## src/rtl/dbg_bkpt_pkg.sv

```systemverilog
package dbg_bkpt_pkg;

  // access kind selected per channel
  typedef enum logic [1:0] {
    KIND_EXEC  = 2'b00,
    KIND_WRITE = 2'b01,
    KIND_RSVD  = 2'b10,
    KIND_RW    = 2'b11
  } acc_kind_e;

  // span length selected per channel
  typedef enum logic [1:0] {
    SPAN_1    = 2'b00,
    SPAN_2    = 2'b01,
    SPAN_RSVD = 2'b10,
    SPAN_4    = 2'b11
  } span_len_e;

  // control field widths per channel
  localparam int EN_BITS_PER_CH    = 2;
  localparam int FIELD_BITS_PER_CH = 4;

endpackage

```

## src/rtl/bkpt_addr_regs.sv

```systemverilog
module bkpt_addr_regs #(
  parameter int ADDR_W = 32,
  parameter int NCH    = 4,
  localparam int SEL_W = $clog2(NCH)
) (
  input  logic                       clk,
  input  logic                       rst,
  input  logic                       we,
  input  logic [SEL_W-1:0]           sel,
  input  logic [ADDR_W-1:0]          wdata,
  output logic [NCH-1:0][ADDR_W-1:0] addr_q
);

  for (genvar g = 0; g < NCH; g++) begin : g_reg
    always_ff @(posedge clk) begin
      if (rst) begin
        addr_q[g] <= '0;
      end else if (we && (sel == SEL_W'(g))) begin
        addr_q[g] <= wdata;
      end
    end
  end

endmodule

```

## src/rtl/bkpt_channel.sv

```systemverilog
module bkpt_channel
  import dbg_bkpt_pkg::*;
#(
  parameter int ADDR_W = 32
) (
  input  logic [ADDR_W-1:0] bp_addr,
  input  logic              en_local,
  input  logic              en_global,
  input  acc_kind_e         kind,
  input  span_len_e         span,
  input  logic [ADDR_W-1:0] fetch_addr,
  input  logic              fetch_valid,
  input  logic              resume_flag,
  input  logic [ADDR_W-1:0] data_addr,
  input  logic              data_rd,
  input  logic              data_wr,
  output logic              hit
);

  logic [ADDR_W-1:0] cmp_mask;
  logic              armed;
  logic              data_eq;
  logic              fetch_eq;

  always_comb begin
    cmp_mask = '1;
    case (span)
      SPAN_2:  cmp_mask[0]   = 1'b0;
      SPAN_4:  cmp_mask[1:0] = 2'b00;
      default: cmp_mask      = '1;
    endcase
  end

  assign armed    = en_local | en_global;
  assign data_eq  = ((data_addr ^ bp_addr) & cmp_mask) == '0;
  assign fetch_eq = fetch_addr == bp_addr;

  always_comb begin
    hit = 1'b0;
    if (armed) begin
      case (kind)
        KIND_EXEC:  hit = fetch_valid && !resume_flag && fetch_eq;
        KIND_WRITE: hit = data_wr && data_eq;
        KIND_RW:    hit = (data_rd || data_wr) && data_eq;
        default:    hit = 1'b0;
      endcase
    end
  end

endmodule

```

## src/rtl/bkpt_status.sv

```systemverilog
module bkpt_status #(
  parameter int NCH = 4,
  localparam int STAT_W = NCH + 2
) (
  input  logic              clk,
  input  logic              rst,
  input  logic [STAT_W-1:0] events,
  input  logic              wr_en,
  input  logic [STAT_W-1:0] wr_data,
  output logic [STAT_W-1:0] status_q,
  output logic              req_q
);

  logic [STAT_W-1:0] base;

  assign base = wr_en ? wr_data : status_q;

  always_ff @(posedge clk) begin
    if (rst) begin
      status_q <= '0;
      req_q    <= 1'b0;
    end else begin
      status_q <= base | events;
      req_q    <= |events;
    end
  end

endmodule

```

## src/rtl/dbg_bkpt_unit.sv

```systemverilog
module dbg_bkpt_unit
  import dbg_bkpt_pkg::*;
#(
  parameter int ADDR_W = 32,
  parameter int NCH    = 4,
  localparam int SEL_W  = $clog2(NCH),
  localparam int CTRL_W = (EN_BITS_PER_CH + FIELD_BITS_PER_CH) * NCH,
  localparam int STAT_W = NCH + 2
) (
  input  logic              clk,
  input  logic              rst,
  input  logic [ADDR_W-1:0] fetch_addr,
  input  logic              fetch_valid,
  input  logic              resume_flag,
  input  logic [ADDR_W-1:0] data_addr,
  input  logic              data_rd,
  input  logic              data_wr,
  input  logic              insn_done,
  input  logic              step_flag,
  input  logic              task_trap,
  input  logic              areg_we,
  input  logic [SEL_W-1:0]  areg_sel,
  input  logic [ADDR_W-1:0] areg_wdata,
  input  logic              ctrl_we,
  input  logic [CTRL_W-1:0] ctrl_wdata,
  input  logic              stat_we,
  input  logic [STAT_W-1:0] stat_wdata,
  output logic              dbg_req,
  output logic [STAT_W-1:0] dbg_status
);

  localparam int FIELD_BASE = EN_BITS_PER_CH * NCH;

  logic [NCH-1:0][ADDR_W-1:0] bp_addr;
  logic [CTRL_W-1:0]          ctrl_q;
  logic [NCH-1:0]             ch_hit;
  logic [STAT_W-1:0]          events;

  always_ff @(posedge clk) begin
    if (rst) begin
      ctrl_q <= '0;
    end else if (ctrl_we) begin
      ctrl_q <= ctrl_wdata;
    end
  end

  bkpt_addr_regs #(.ADDR_W(ADDR_W), .NCH(NCH)) u_regs (
    .clk    (clk),
    .rst    (rst),
    .we     (areg_we),
    .sel    (areg_sel),
    .wdata  (areg_wdata),
    .addr_q (bp_addr)
  );

  for (genvar g = 0; g < NCH; g++) begin : g_ch
    bkpt_channel #(.ADDR_W(ADDR_W)) u_ch (
      .bp_addr     (bp_addr[g]),
      .en_local    (ctrl_q[EN_BITS_PER_CH*g]),
      .en_global   (ctrl_q[EN_BITS_PER_CH*g+1]),
      .kind        (acc_kind_e'(ctrl_q[FIELD_BASE+FIELD_BITS_PER_CH*g +: 2])),
      .span        (span_len_e'(ctrl_q[FIELD_BASE+FIELD_BITS_PER_CH*g+2 +: 2])),
      .fetch_addr  (fetch_addr),
      .fetch_valid (fetch_valid),
      .resume_flag (resume_flag),
      .data_addr   (data_addr),
      .data_rd     (data_rd),
      .data_wr     (data_wr),
      .hit         (ch_hit[g])
    );
  end

  assign events = {task_trap, step_flag & insn_done, ch_hit};

  bkpt_status #(.NCH(NCH)) u_stat (
    .clk      (clk),
    .rst      (rst),
    .events   (events),
    .wr_en    (stat_we),
    .wr_data  (stat_wdata),
    .status_q (dbg_status),
    .req_q    (dbg_req)
  );

endmodule

```

## config.mk

```make
export PLATFORM = sky130hd
export DESIGN_NAME = dbg_bkpt_unit
export DESIGN_NICKNAME = d
export VERILOG_FILES = /design/src/rtl/dbg_bkpt_pkg.sv /design/src/rtl/bkpt_addr_regs.sv /design/src/rtl/bkpt_channel.sv /design/src/rtl/bkpt_status.sv /design/src/rtl/dbg_bkpt_unit.sv
export SDC_FILE = /design/constraint.sdc
export NUM_CORES = 1
export LEC_CHECK = 0
export ABC_AREA = 1
export BUFFER_PORTS_ARGS = -buffer_cell sky130_fd_sc_hd__buf_2
export CORE_UTILIZATION = 56
export CTS_CLUSTER_DIAMETER = 100
export DETAILED_ROUTE_END_ITERATION = 7
export PLACE_DENSITY = 0.82
export SLEW_MARGIN = 20
export SYNTH_ARGS = -nofsm -noshare
export SYNTH_HDL_FRONTEND = slang
export SYNTH_SLANG_ARGS = --single-unit
export TNS_END_PERCENT = 5
```

## constraint.sdc

```tcl
create_clock -name clk -period 1.7 [get_ports clk]
set_input_delay 0.425 -clock clk [delete_from_list [all_inputs] [get_ports clk]]
set_output_delay 0.425 -clock clk [all_outputs]
set_load 0.05 [all_outputs]
```

[After elaboration in Yosys (flattened, before gate mapping)]
Cells that the tools add are included.
W data, S select, Z words.
Word-level totals
  register bits after elaboration: 159
  bits of input ports: 140
  output and inout bits: 7
  logic and storage cells: 94
Cells by class
  equal/unequal tests: 23
  reduce and logical (&&, ||, !) cells: 33
  bitwise logic cells: 14
  mux-type cells: 17
Operators with widths (number)
  $and A32 B32 Y32: 4
  $eq A32 B32 Y1: 4
  $logic_not A32 Y1: 4
  $xor A32 B32 Y32: 4
  $eq A2 B2 Y1 const B: 10
  $eq A2 B1 Y1 const B: 9
  $logic_and A1 B1 Y1: 17
  $mux W1: 12
  $pmux W1 S3: 4
  $logic_not A2 Y1: 5
  $reduce_or A2 Y1: 4
  $mux W6: 1
  $or A6 B6 Y6: 1
  $reduce_or A6 Y1: 1
  $or A1 B1 Y1: 4
  $and A1 B1 Y1: 1
  $logic_not A1 Y1: 1
  $logic_or A1 B1 Y1: 1

[Longest topological paths before layout]
Gate-level depths: netlist (run 1).
  word-level depth: 9
  gate-level depth with buffers: 14
  depth with buffers taken out: 14

[Cells and area by module]
Synthesis (run 1) repeated with hierarchy kept, for this count alone.
Unflattened totals
  cell total of the unflattened synthesis: 2045
  area total of the unflattened synthesis: 11078.1 sq um
By module, submodules not included
  bkpt_addr_regs: instances 1, sequential area each 2562.5 sq um, area each 5297.6 sq um, cells an instance 820
  bkpt_channel: instances 4, sequential area each 0.0 sq um, area each 1118.6 sq um, cells an instance 255
  dbg_bkpt_unit: instances 1, sequential area each 480.5 sq um, area each 992.2 sq um, cells an instance 154
  bkpt_status: instances 1, sequential area each 140.1 sq um, area each 314.1 sq um, cells an instance 51

[Worst setup path after synthesis (run 1)]
Ideal clock, no wire load.
  kind: in2reg
  start point: input port fetch_addr[6]
  end point: register u_stat.req_q
  required time: 1638 ps
  buffers on the path: 1
  stages on the path: 12
  setup time: 62 ps
  data arrival time: 1314 ps
  setup slack: 324 ps
  cell sequence: buf_2 xnor2_1 nand3_1 nor2_1 nand2_1 nor2_1 nand3_1 nand2_1 nand2_1 nand2_2 nor2_2 nor2_2
Between the ends
  longest elaborated chain between the ends: 5
  elaborated cells between the ends (all ways): 17
  those cells by class: eq/ne (4); mux (8); reduce/logical (5)
Ends and longest elaborated chain
  from (decl): RTL line dbg_bkpt_unit.sv:12  | input logic [ADDR_W-1:0] fetch_addr,
  $eq A32 B32 Y1: RTL line bkpt_channel.sv:36  | assign fetch_eq = fetch_addr == bp_addr;
  $logic_and A1 B1 Y1: RTL line bkpt_channel.sv:42  | KIND_EXEC: hit = fetch_valid && !resume_flag && fetch_eq;
  $pmux W1 S3: RTL line bkpt_channel.sv:41  | case (kind)
  $mux W1: RTL line bkpt_channel.sv:40  | if (armed) begin
  $reduce_or A6 Y1 *: RTL line bkpt_status.sv:24  | req_q <= |events;
  to (signal assigned): RTL line bkpt_status.sv:24
  to (decl): RTL line bkpt_status.sv:11  | output logic req_q
Mark *: on every way between the ends. The rest lies on a longest branch, timed or not.
A chain may end at the register's enable or synchronous reset.

[Final worst setup path (run 1)]
  start point: register u_regs.addr_q[103] (netlist bit)
  end point: register u_stat.req_q
Between the ends
  longest elaborated chain between the ends: 7
  elaborated cells between the ends (all ways): 10
  those cells by class: eq/ne (1); mux (2); bitwise (2); reduce/logical (5)
Ends and longest elaborated chain
  from (decl): RTL line bkpt_addr_regs.sv:11  | output logic [NCH-1:0][ADDR_W-1:0] addr_q
  from (signal, indexed assignment): RTL line bkpt_addr_regs.sv:19  | addr_q[g] <= wdata;
  $xor A32 B32 Y32: RTL line bkpt_channel.sv:35  | assign data_eq = ((data_addr ^ bp_addr) & cmp_mask) == '0;
  $and A32 B32 Y32: RTL line bkpt_channel.sv:35
  $logic_not A32 Y1: RTL line bkpt_channel.sv:35
  $logic_and A1 B1 Y1, on equally long branches: RTL line bkpt_channel.sv:44, bkpt_channel.sv:43
  $pmux W1 S3 *: RTL line bkpt_channel.sv:41
  $mux W1 *: RTL line bkpt_channel.sv:40
  $reduce_or A6 Y1 *: RTL line bkpt_status.sv:24
Marked as above.

==> results of run 1 <==
[worst max-delay path, cell delays in order, from the launching register on]
cell     delay, ns
dfxtp_1       0.31
inv_1         0.12
o22ai_1       0.14
nor2_1        0.15
nand3_1       0.11
nor2_1        0.25
nand3_1       0.12
nand2_1       0.11
nand2_1       0.09
nand2_2       0.08
nor2_2        0.04
nor2_2        0.06
[registers in the layout, indices dropped and copies added, names as in the netlist]
| register | count |
|---|---|
| u_stat.req_q | 1 |
| ctrl_q | 24 |
| u_regs.addr_q | 128 |
| u_stat.status_q | 6 |
[final timing paths]
kind	to	slack, ns	cells after the start
worst max-delay path	u_stat.req_q$_SDFF_PP0_	0.08	11
worst min-delay path	u_stat.status_q[5]$_SDFF_PP0_	0.20	3
worst max register to register	u_stat.req_q$_SDFF_PP0_	0.08	11
worst min register to register	ctrl_q[13]$_SDFFE_PP0P_	0.48	2
[cell usage after synthesis, types with 10 or more instances]
cell type,count,area [um2]
a21oi_1,128,640.6
buf_2,17,85.08
clkbuf_1,41,153.9
dfxtp_1,159,3183
inv_1,166,623.1
inv_2,33,123.9
nand2_1,428,1607
nand3_1,30,150.1
nand4_1,31,193.9
nor2_1,166,623.1
o21ai_0,146,730.7
o21ai_1,24,120.1
o22ai_1,10,62.56
xnor2_1,90,788.3
xor2_1,14,122.6
[per-stage QoR]
step / cells / TNS (ns) / util, % / cell area [um2] / setup slack [ns]
2_1_floorplan: 1519 / 0 / - / 9414 / 0.3244
3_3_place_gp: 1896 / -0.9542 / 65.72 / 10860 / -0.2528
3_5_place_dp: 1896 / -1.160 / 65.72 / 10860 / -0.2638
4_1_cts: 1927 / 0 / 69.08 / 11410 / 0.002465
5_1_grt: 1927 / -0.05133 / 69.65 / 11510 / -0.02665
6_report: 1929 / 0 / 69.68 / 11510 / 0.08089
[per-layer routing]
layer,part of all wire [%],wire length [um],track usage [%],vias up
li1,-,-,-,5106
met1,43,15350,57.46,4860
met2,43,15520,63.79,620
met3,9.6,3468,8.796,109
met4,4.8,1747,20.54,0
met5,0,0,0,-
[layout by cell type, fill, tap and decap left out, drive strengths merged, types with 7 or more instances in the layout]
| cell | Yosys | final |
|---|---|---|
| nand3 | 31 | 31 |
| clkbuf | 44 | 22 |
| o21ai | 170 | 170 |
| nand2 | 431 | 431 |
| buf | 18 | 219 |
| nand4 | 31 | 31 |
| dfxtp | 159 | 159 |
| nor2 | 168 | 168 |
| xnor2 | 90 | 90 |
| inv | 199 | 201 |
| clkinv | 9 | 12 |
| o22ai | 10 | 10 |
| or2 | 7 | 7 |
| a21oi | 128 | 128 |
| xor2 | 14 | 14 |
[layout make-up]
cell class / instances / share of cell area [%]
multi-input cells: 1090 / 45.93
flip-flops and latches: 159 / 27.72
clock buffers: 22 / 3.857
well taps: 220 / 2.391
inverters: 208 / 6.791
repair buffers: 219 / 12.30
diodes: 2 / 0.04346
clock inverters: 9 / 0.9671
[power by group through the flow]
stage / Combinational, uW / Sequential [uW] / Clock (uW)
after floorplan: 1060 / 4180 / 0
after global placement: 1930 / 4180 / 0
after detailed placement: 1950 / 4190 / 0
after CTS: 1970 / 4110 / 3770
after global routing: 2220 / 4140 / 3930
final: 2050 / 4120 / 3800
[cells by family after synthesis]
kind of cell,count (synthesis),synth area share [%]
simple gates,671,28.43
compound gates,314,16.93
buf+inv,270,11.03
flops,159,33.81
xor+xnor,104,9.676
mux,1,0.1196
==> results.cfg, run 1 <==
[place]
dp_hpwl_mm = 27.83
port_buffers = 146
gp_congestion = 1.060

[cells_and_area]
fill_cells = 1508
final_nets = 1835
multi_input_area_mm2 = 0.005289
drive_above_1_share_pct = 19.10
seq_area_mm2 = 0.003192
area_delta_synth_final_pct = 22.32

[route]
wl_per_cell_um = 18.71
route.detailed.drc = 7
drtIter0Drc = 1224
drt-pass1-iter-count = 8
viasPerCell = 5.544
drtAntennaViolNets = 0
wl_mm = 36.09
vias = 10695

[synth]
syn-num-nets = 1659
synthFlopType = dfxtp_1
synth_edf_count = 0
syn_area_mm2 = 0.009414
yosys_warnings = 0
syn_area_per_cell_um2 = 6.198
synthCells = 1519
async_flop_share_pct = 0
synth-seq-area-share_pct = 33.81
synth-seq-cells = 159
synth_cell_type_count = 28

[power_and_ir_drop]
p_clk_share_pct = 38.1
power_density_mw_per_mm2 = 865.8
switching_share_pct = 31.06
p_seq_share_pct = 41.3
power_uw = 9970
ir_drop_mv = 0.7463
p_int_uw = 6873
p_leak_uw = 0.005252
pwr-share-comb_pct = 20.6
power_switching_uw = 3097

[floorplanning]
fp.coreArea_mm2 = 0.01652
ios = 147
initial_core_util_pct = 56.97
die_h_um = 131.7
die_area_mm2 = 0.01733
die-width_um = 131.7
rows = 47

[grt]
grt_max_degree = 79
grt_pass1_wl_mm = 55.52
grt_pass1_vias = 9929
antenna_found_initial = 2
overflow = 0
track_usage_pct = 42.36

[clock_network]
post_cts_buffers = 0
cts_root_buf = clkbuf_16
cts.sinks = 159
htree_levels = 4
ctsResizeCount = 0
cts_tree = done
cts_inserted_buffers = 17
insertion_delay_ns = 0.44
ctsHoldBuffers = 0
clk_pin_slew_ns = 0.06
cts_buffer_depth = 2

[job]
maxCapViolCount = 0

[timing]
worst_pin_slew_ns = 0.4837
period_share_pct = 95.24
holdWs_ns = 0.2034
finalCriticalPeriod_ns = 1.619
clock_skew_ns = 0.007627
fmax_mhz = 617.6
slew_violations = 0
rsz0062_at_grt = yes
setup_viol = 0
hold_viol = 0
relSlewSlack_pct = 67.64

[critical_path]
r2r_start = u_regs.addr_q[103]$_SDFFE_PP0P_
critical_path.max_fanout = 4
end_kind = flip-flop
crit_type = flip-flop to flip-flop
crit_required_ns = 2.09
start_kind = flip-flop
startpoint = u_regs.addr_q[103]$_SDFFE_PP0P_
cp.arrival_ns = 2.01

[run_status]
outcome = complete, but fails checks
failed_checks = DRC

[worst_hold_path]
hp-class = primary input to flip-flop
min-delay-start = task_trap
Power figures use the tool's default switching activity.
==> run 2, diff against run 1 <==
--- a/config.mk
+++ b/config.mk
@@ -10,7 +10,7 @@
 export CORE_UTILIZATION = 56
 export CTS_CLUSTER_DIAMETER = 100
 export DETAILED_ROUTE_END_ITERATION = 7
-export PLACE_DENSITY = 0.82
+export PLACE_DENSITY = 0.79
 export SLEW_MARGIN = 20
 export SYNTH_ARGS = -nofsm -noshare
 export SYNTH_HDL_FRONTEND = slang
==> run 2 against run 1 <==
Effect of this change:
- the run ends with setup timing left
- count of clock-buffer cells in the layout shrank 5
- sequential power is essentially flat
- maximum frequency shrank 5.1%
- critical endpoint unchanged
==> results.cfg, run 2 (synthesis gave the netlist of run 1 again) <==
[timing]
period_share_pct = 100.4
setup_tns_ns = -0.006260
fin_ws_ns = -0.006260
rsz0062_at_grt = no
finalCriticalPeriod_ns = 1.706
relSlewSlack_pct = 74.74
slew_violations = 0
worst_pin_slew_ns = 0.3762
clock_skew_ns = 0.008808
fmax_mhz = 586.1
hold_viol = 0
setup_viol = 1

[critical_path]
crit_path_cell_trace = inv_1, nand2_1, nand4_1, nor2_1, nand2_1, nor2_1, nand3_1, nand2_1, nand2_1, nand2_2, nor2_2, nor2_2
critical_path.max_fanout = 3
slowest_stage = dfxtp_1
crit_required_ns = 2.08
ff2ff_path_depth = 12
cp.arrival_ns = 2.08
end_kind = flip-flop
r2r_slack_ns = -0.006
startpoint = u_regs.addr_q[117]$_SDFFE_PP0P_
max_stage_delay_ns = 0.36
critPathBufInv = 1
r2r_end = u_stat.req_q$_SDFF_PP0_
crit_type = flip-flop to flip-flop
r2r_start = u_regs.addr_q[117]$_SDFFE_PP0P_
start_kind = flip-flop
crit_top_cell = nand2_1
crit_family = simple AND/OR/NAND/NOR gates

[clock_network]
insertion_delay_ns = 0.43
cts.sinks = 159
cts_tree = done
cts_inserted_buffers = 17
htree_levels = 4
cts_root_buf = clkbuf_16
clk_pin_slew_ns = 0.07
cts_buffer_depth = 2
ctsHoldBuffers = 0

[route]
drtIter0Drc = 1364
vias = 10596
wl_per_cell_um = 18.37
drt-pass1-iter-count = 7
route.detailed.drc = 0
viasPerCell = 5.493
drtAntennaViolNets = 0
wl_mm = 35.44

[floorplanning]
ios = 147
die-width_um = 131.7
die_area_mm2 = 0.01733
fp.coreArea_mm2 = 0.01652
die_h_um = 131.7
rows = 47
initial_core_util_pct = 56.97

[cells_and_area]
fill_cells = 1494
multi_input_area_mm2 = 0.005234
final_common_cell = nand2_1
final_nets = 1835
largest_register_ffs = 128
reg_top3 = u_regs.addr_q: 128 flops, ctrl_q: 24 flops, u_stat.status_q: 6 flops
finalInstanceArea_mm2 = 0.01149
mostFrequentLayoutCells = 428 x nand2_1, 163 x inv_1, 159 x dfxtp_1, 157 x nor2_1
final_util_pct = 69.52
area_delta_synth_final_pct = 22.02
seq_area_mm2 = 0.003183
largest-register = u_regs.addr_q
drive_above_1_share_pct = 18.27

[worst_hold_path]
hp-class = primary input to flip-flop
whs_endpoint = u_stat.status_q[5]$_SDFF_PP0_
min-delay-start = task_trap
min_path_cells = 3

[power_and_ir_drop]
power_uw = 10420
ir_drop_mv = 0.7087
power_density_mw_per_mm2 = 906.9
p_leak_uw = 0.005257

[place]
port_buffers = 146
dp_hpwl_mm = 27.29
dpl-instance-area_mm2 = 0.01081
gp_congestion = 1.117
place_ws_ns = -0.3375

[grt]
grt_pass1_wl_mm = 53.77
grt_pass1_vias = 9712
track_usage_pct = 40.95
overflow = 0
grt_max_degree = 87
antenna_found_initial = 1

[job]
maxCapViolCount = 0

[run_status]
outcome = complete, but fails checks
failed_checks = setup timing
[run 2: changes by cell type in the layout (fill, tap and decap cells not counted), moves of 3 or more]
cell,change
buf_12,-4
buf_4,+4
nand2_1,+4
dfxtp_2,-7
inv_8,+3
nand2_2,-4
xnor2_1,+3
xnor2_2,-3
inv_6,+3
dfxtp_1,+7
clkbuf_1,-5
[run 2: how the worst max path moves through the flow]
stage | endpoint | slack (ns) | cells after the start
2_1_floorplan | u_stat.req_q$_SDFF_PP0_ | 0.32 | 12
3_3_place_gp | u_stat.req_q$_SDFF_PP0_ | -0.32 | 14
3_5_place_dp | u_stat.req_q$_SDFF_PP0_ | -0.34 | 14
4_1_cts | u_stat.req_q$_SDFF_PP0_ | 0.03 | 13
5_1_grt | u_stat.req_q$_SDFF_PP0_ | 0.001 | 12
6_report | u_stat.req_q$_SDFF_PP0_ | -0.006 | 12
[run 2: worst register-to-register path, stage by stage, from the launching register on]
cell and delay [ns]:
dfxtp_1 0.36, inv_1 0.08, nand2_1 0.11, nand4_1 0.14
nor2_1 0.23, nand2_1 0.13, nor2_1 0.17, nand3_1 0.09
nand2_1 0.10, nand2_1 0.09, nand2_2 0.07, nor2_2 0.04
nor2_2 0.06
[run 2: what timing repair did]
item,CTS,global route
buffers inserted,0,0
resized for setup,4,9
endpoints found under the setup margin,3,5
[run 2: area by class of cell]
| cell class | instances | share of cell area [%] |
|---|---|---|
| clock buffers | 17 | 3.703 |
| inverters | 208 | 6.808 |
| multi-input cells | 1090 | 45.56 |
| diodes | 1 | 0.02178 |
| well taps | 220 | 2.396 |
| repair buffers | 219 | 11.89 |
| flip-flops and latches | 159 | 27.71 |
| clock inverters | 15 | 1.906 |
[run 2: power by group]
part | switching, uW | internal, uW | total, uW
sequential | 178 | 3930 | 4110
combinational | 1260 | 762 | 2020
clock | 1770 | 2510 | 4290
[run 2: through the flow]
stage                     hold WS (ns)  instances
final                           0.2070       1929
after global routing            0.2153       1928
after CTS                       0.2028       1928
after detailed placement        0.4707       1896
after global placement          0.4602       1896
after floorplan                 0.4447       1519
[run 2: metal layers]
| layer | vias to the layer above | wire length (um) | track usage (%) |
|---|---|---|---|
| met5 | - | 0 | 0 |
| met1 | 4776 | 14610 | 54.57 |
| met3 | 102 | 3730 | 8.025 |
| met2 | 614 | 15450 | 63.14 |
| met4 | 0 | 1639 | 20.03 |
| li1 | 5104 | - | - |
==> run 3, diff against run 2 <==
--- a/config.mk
+++ b/config.mk
@@ -5,12 +5,12 @@
 export SDC_FILE = /design/constraint.sdc
 export NUM_CORES = 1
 export LEC_CHECK = 0
-export ABC_AREA = 1
+export ABC_AREA = 0
 export BUFFER_PORTS_ARGS = -buffer_cell sky130_fd_sc_hd__buf_2
 export CORE_UTILIZATION = 56
 export CTS_CLUSTER_DIAMETER = 100
 export DETAILED_ROUTE_END_ITERATION = 7
-export PLACE_DENSITY = 0.79
+export PLACE_DENSITY = 0.8
 export SLEW_MARGIN = 20
 export SYNTH_ARGS = -nofsm -noshare
 export SYNTH_HDL_FRONTEND = slang
==> run 3 against run 2 <==
Effect of this change:
- the run ends with DRC, setup timing left
- cell count fell by 22%
- via count fell by 16%
- combinational power shrank 11%
- wire length down 7.4%
- synthesized cell count is 31% lower
- global-route usage is 1.0 points higher
- highest routed layer unchanged
- non-clock buffer count increased by 73
- clock skew fell by 0.00096 ns
- critical path type unchanged
- sequential share of layout area rose by 0.37 points
==> results.cfg, run 3 <==
[route]
wl_mm = 32.82
wl_per_cell_um = 21.90
viasPerCell = 5.911
drtIter0Drc = 1176
route.detailed.drc = 15
drt-pass1-iter-count = 7
drtAntennaViolNets = 0
vias = 8860

[clock_network]
clk_pin_slew_ns = 0.06
cts_inserted_buffers = 17
post_cts_buffers = 0
cts_buffer_depth = 2
htree_levels = 4
cts_root_buf = clkbuf_16
cts_tree = done
cts.sinks = 159
insertion_delay_ns = 0.44

[critical_path]
end_kind = flip-flop
crit_required_ns = 2.06
critical_path.max_fanout = 3
cp.arrival_ns = 2.18
start_kind = flip-flop
crit_type = flip-flop to flip-flop

[timing]
relSlewSlack_pct = 67.27
clock_skew_ns = 0.007848
rsz0062_at_grt = yes
fin_ws_ns = -0.1190
fmax_mhz = 549.7
slew_violations = 0
setup_tns_ns = -0.3411
finalCriticalPeriod_ns = 1.819
period_share_pct = 107.0
setup_viol = 4
worst_pin_slew_ns = 0.4865
hold_viol = 0

[floorplanning]
fp.coreArea_mm2 = 0.01470
die_area_mm2 = 0.01571
die_h_um = 125.3
die-width_um = 125.3
rows = 44
ios = 147
initial_core_util_pct = 57.96

[place]
dp_hpwl_mm = 24.56
gp_congestion = 1.064
place_ws_ns = -0.5841
port_buffers = 146
dp.cells = 1469

[power_and_ir_drop]
power_uw = 9469
pwr-share-comb_pct = 18.9
p_seq_share_pct = 42.4
switching_share_pct = 29.29
power_density_mw_per_mm2 = 830.7
p_clk_share_pct = 38.7
power_switching_uw = 2773
ir_drop_mv = 0.7105
p_leak_uw = 0.005050
p_int_uw = 6696

[cells_and_area]
final_common_cell = nand2_1
reg_top3 = u_regs.addr_q: 128 flops, ctrl_q: 24 flops, u_stat.status_q: 6 flops
largest_register_ffs = 128
seq_area_mm2 = 0.003201
instances_no_fill = 1499
final_nets = 1443
drive_above_1_share_pct = 29.35
mostFrequentLayoutCells = 259 x nand2_1, 187 x xor2_1, 147 x dfxtp_1, 145 x buf_2, 138 x a21oi_1
area_delta_synth_final_pct = 33.79
n_antenna_cell = 0
multi_input_area_mm2 = 0.005408
fill_cells = 1100
largest-register = u_regs.addr_q

[worst_hold_path]
hp-class = primary input to flip-flop

[synth]
synth-seq-area-share_pct = 37.36
yosysMostFrequentCell = nand2_1
synth-seq-cells = 159
synthFlopType = dfxtp_1
async_flop_share_pct = 0
yosys.area.top_type_share_pct = 37.36
yosys-top-cells-area = dfxtp_1 37%, xor2_1 19%, nand2_1 11%
synth_edf_count = 0
yosys_warnings = 0
synthCells = 1044
syn-num-nets = 1184
syn_area_mm2 = 0.008519
syn_area_per_cell_um2 = 8.160
synth_common_cells = 259 x nand2_1, 189 x xor2_1, 159 x dfxtp_1
synth_cell_type_count = 38
yosys.area.top_type = dfxtp_1

[job]
maxCapViolCount = 0

[grt]
antenna_found_initial = 0
overflow = 0
track_usage_pct = 41.96
grt_pass1_vias = 8458
grt_max_degree = 58
grt_pass1_wl_mm = 48.66

[run_status]
outcome = complete, but fails checks
failed_checks = DRC, setup timing
run 3: layout make-up:
type,instances,share of cell area (%)
Inverter,3,0.09879
Multi-Input combinational cell,830,47.44
Sequential cell,159,28.08
Clock buffer,21,4.040
Clock inverter,10,0.7794
Timing Repair Buffer,292,17.54
Tap cell,184,2.020
run 3: metrics by stage:
stage	area [um2]	util (%)	hold slack (ns)
global route	11400	77.55	0.2322
detailed placement	10530	71.64	0.4861
global placement	10530	71.64	0.4726
floorplan	8519	-	0.4607
CTS	11180	76.09	0.2355
finish	11400	77.55	0.2344
run 3: timing repair:
| action | 4_1_cts | 5_1_grt |
|---|---|---|
| endpoints found under the hold margin | 0 | 0 |
| gates resized for setup | 21 | 40 |
| cloned | 0 | 0 |
| hold buffers | 0 | 0 |
| setup endpoints to repair | 5 | 5 |
| pin swaps | 12 | 22 |
run 3: cells by family after synthesis:
group	synth area share, %
AOI/OAI and AO/OA	9.722
xor gates and xnor gates	26.27
buffers and inverters	2.790
DFF	37.36
muxes	3.407
and+or+nand+nor	20.44
run 3: path summary, 6_finish.rpt:
path	to	from	cells past startpoint	slack, ns
hold reg to reg	u_regs.addr_q[106]$_SDFFE_PP0P_	u_regs.addr_q[106]$_SDFFE_PP0P_	2	0.49
setup / recovery	u_stat.req_q$_SDFF_PP0_	u_regs.addr_q[18]$_SDFFE_PP0P_	6	-0.12
setup reg to reg	u_stat.req_q$_SDFF_PP0_	u_regs.addr_q[18]$_SDFFE_PP0P_	6	-0.12
hold / removal	ctrl_q[14]$_SDFFE_PP0P_	ctrl_wdata[14]	3	0.23
run 3: power groups by stage:
stage	clock network, uW	registers, uW	logic [uW]
2_1_floorplan	0	4100	701
3_3_place_gp	0	4080	1640
3_5_place_dp	0	4090	1650
4_1_cts	3650	4010	1690
5_1_grt	3820	4030	1860
6_report	3670	4020	1790
run 3: critical path, stage by stage, from the launching register on:
cell	delay (ns)
dfxtp_1	0.36
xnor2_2	0.27
nand4_1	0.13
or4_4	0.54
nor3_4	0.23
a2111oi_2	0.06
a31oi_1	0.17
run 3: layer usage:
| layer | share of wire (%) | track usage [%] | wire [um] | vias to the layer above |
|---|---|---|---|---|
| met5 | 0 | 0 | 0 | - |
| met4 | 6.2 | 25.32 | 2043 | 0 |
| met2 | 45 | 67.60 | 14830 | 563 |
| li1 | - | - | - | 3998 |
| met3 | 10 | 8.515 | 3280 | 133 |
| met1 | 39 | 51.93 | 12670 | 4166 |
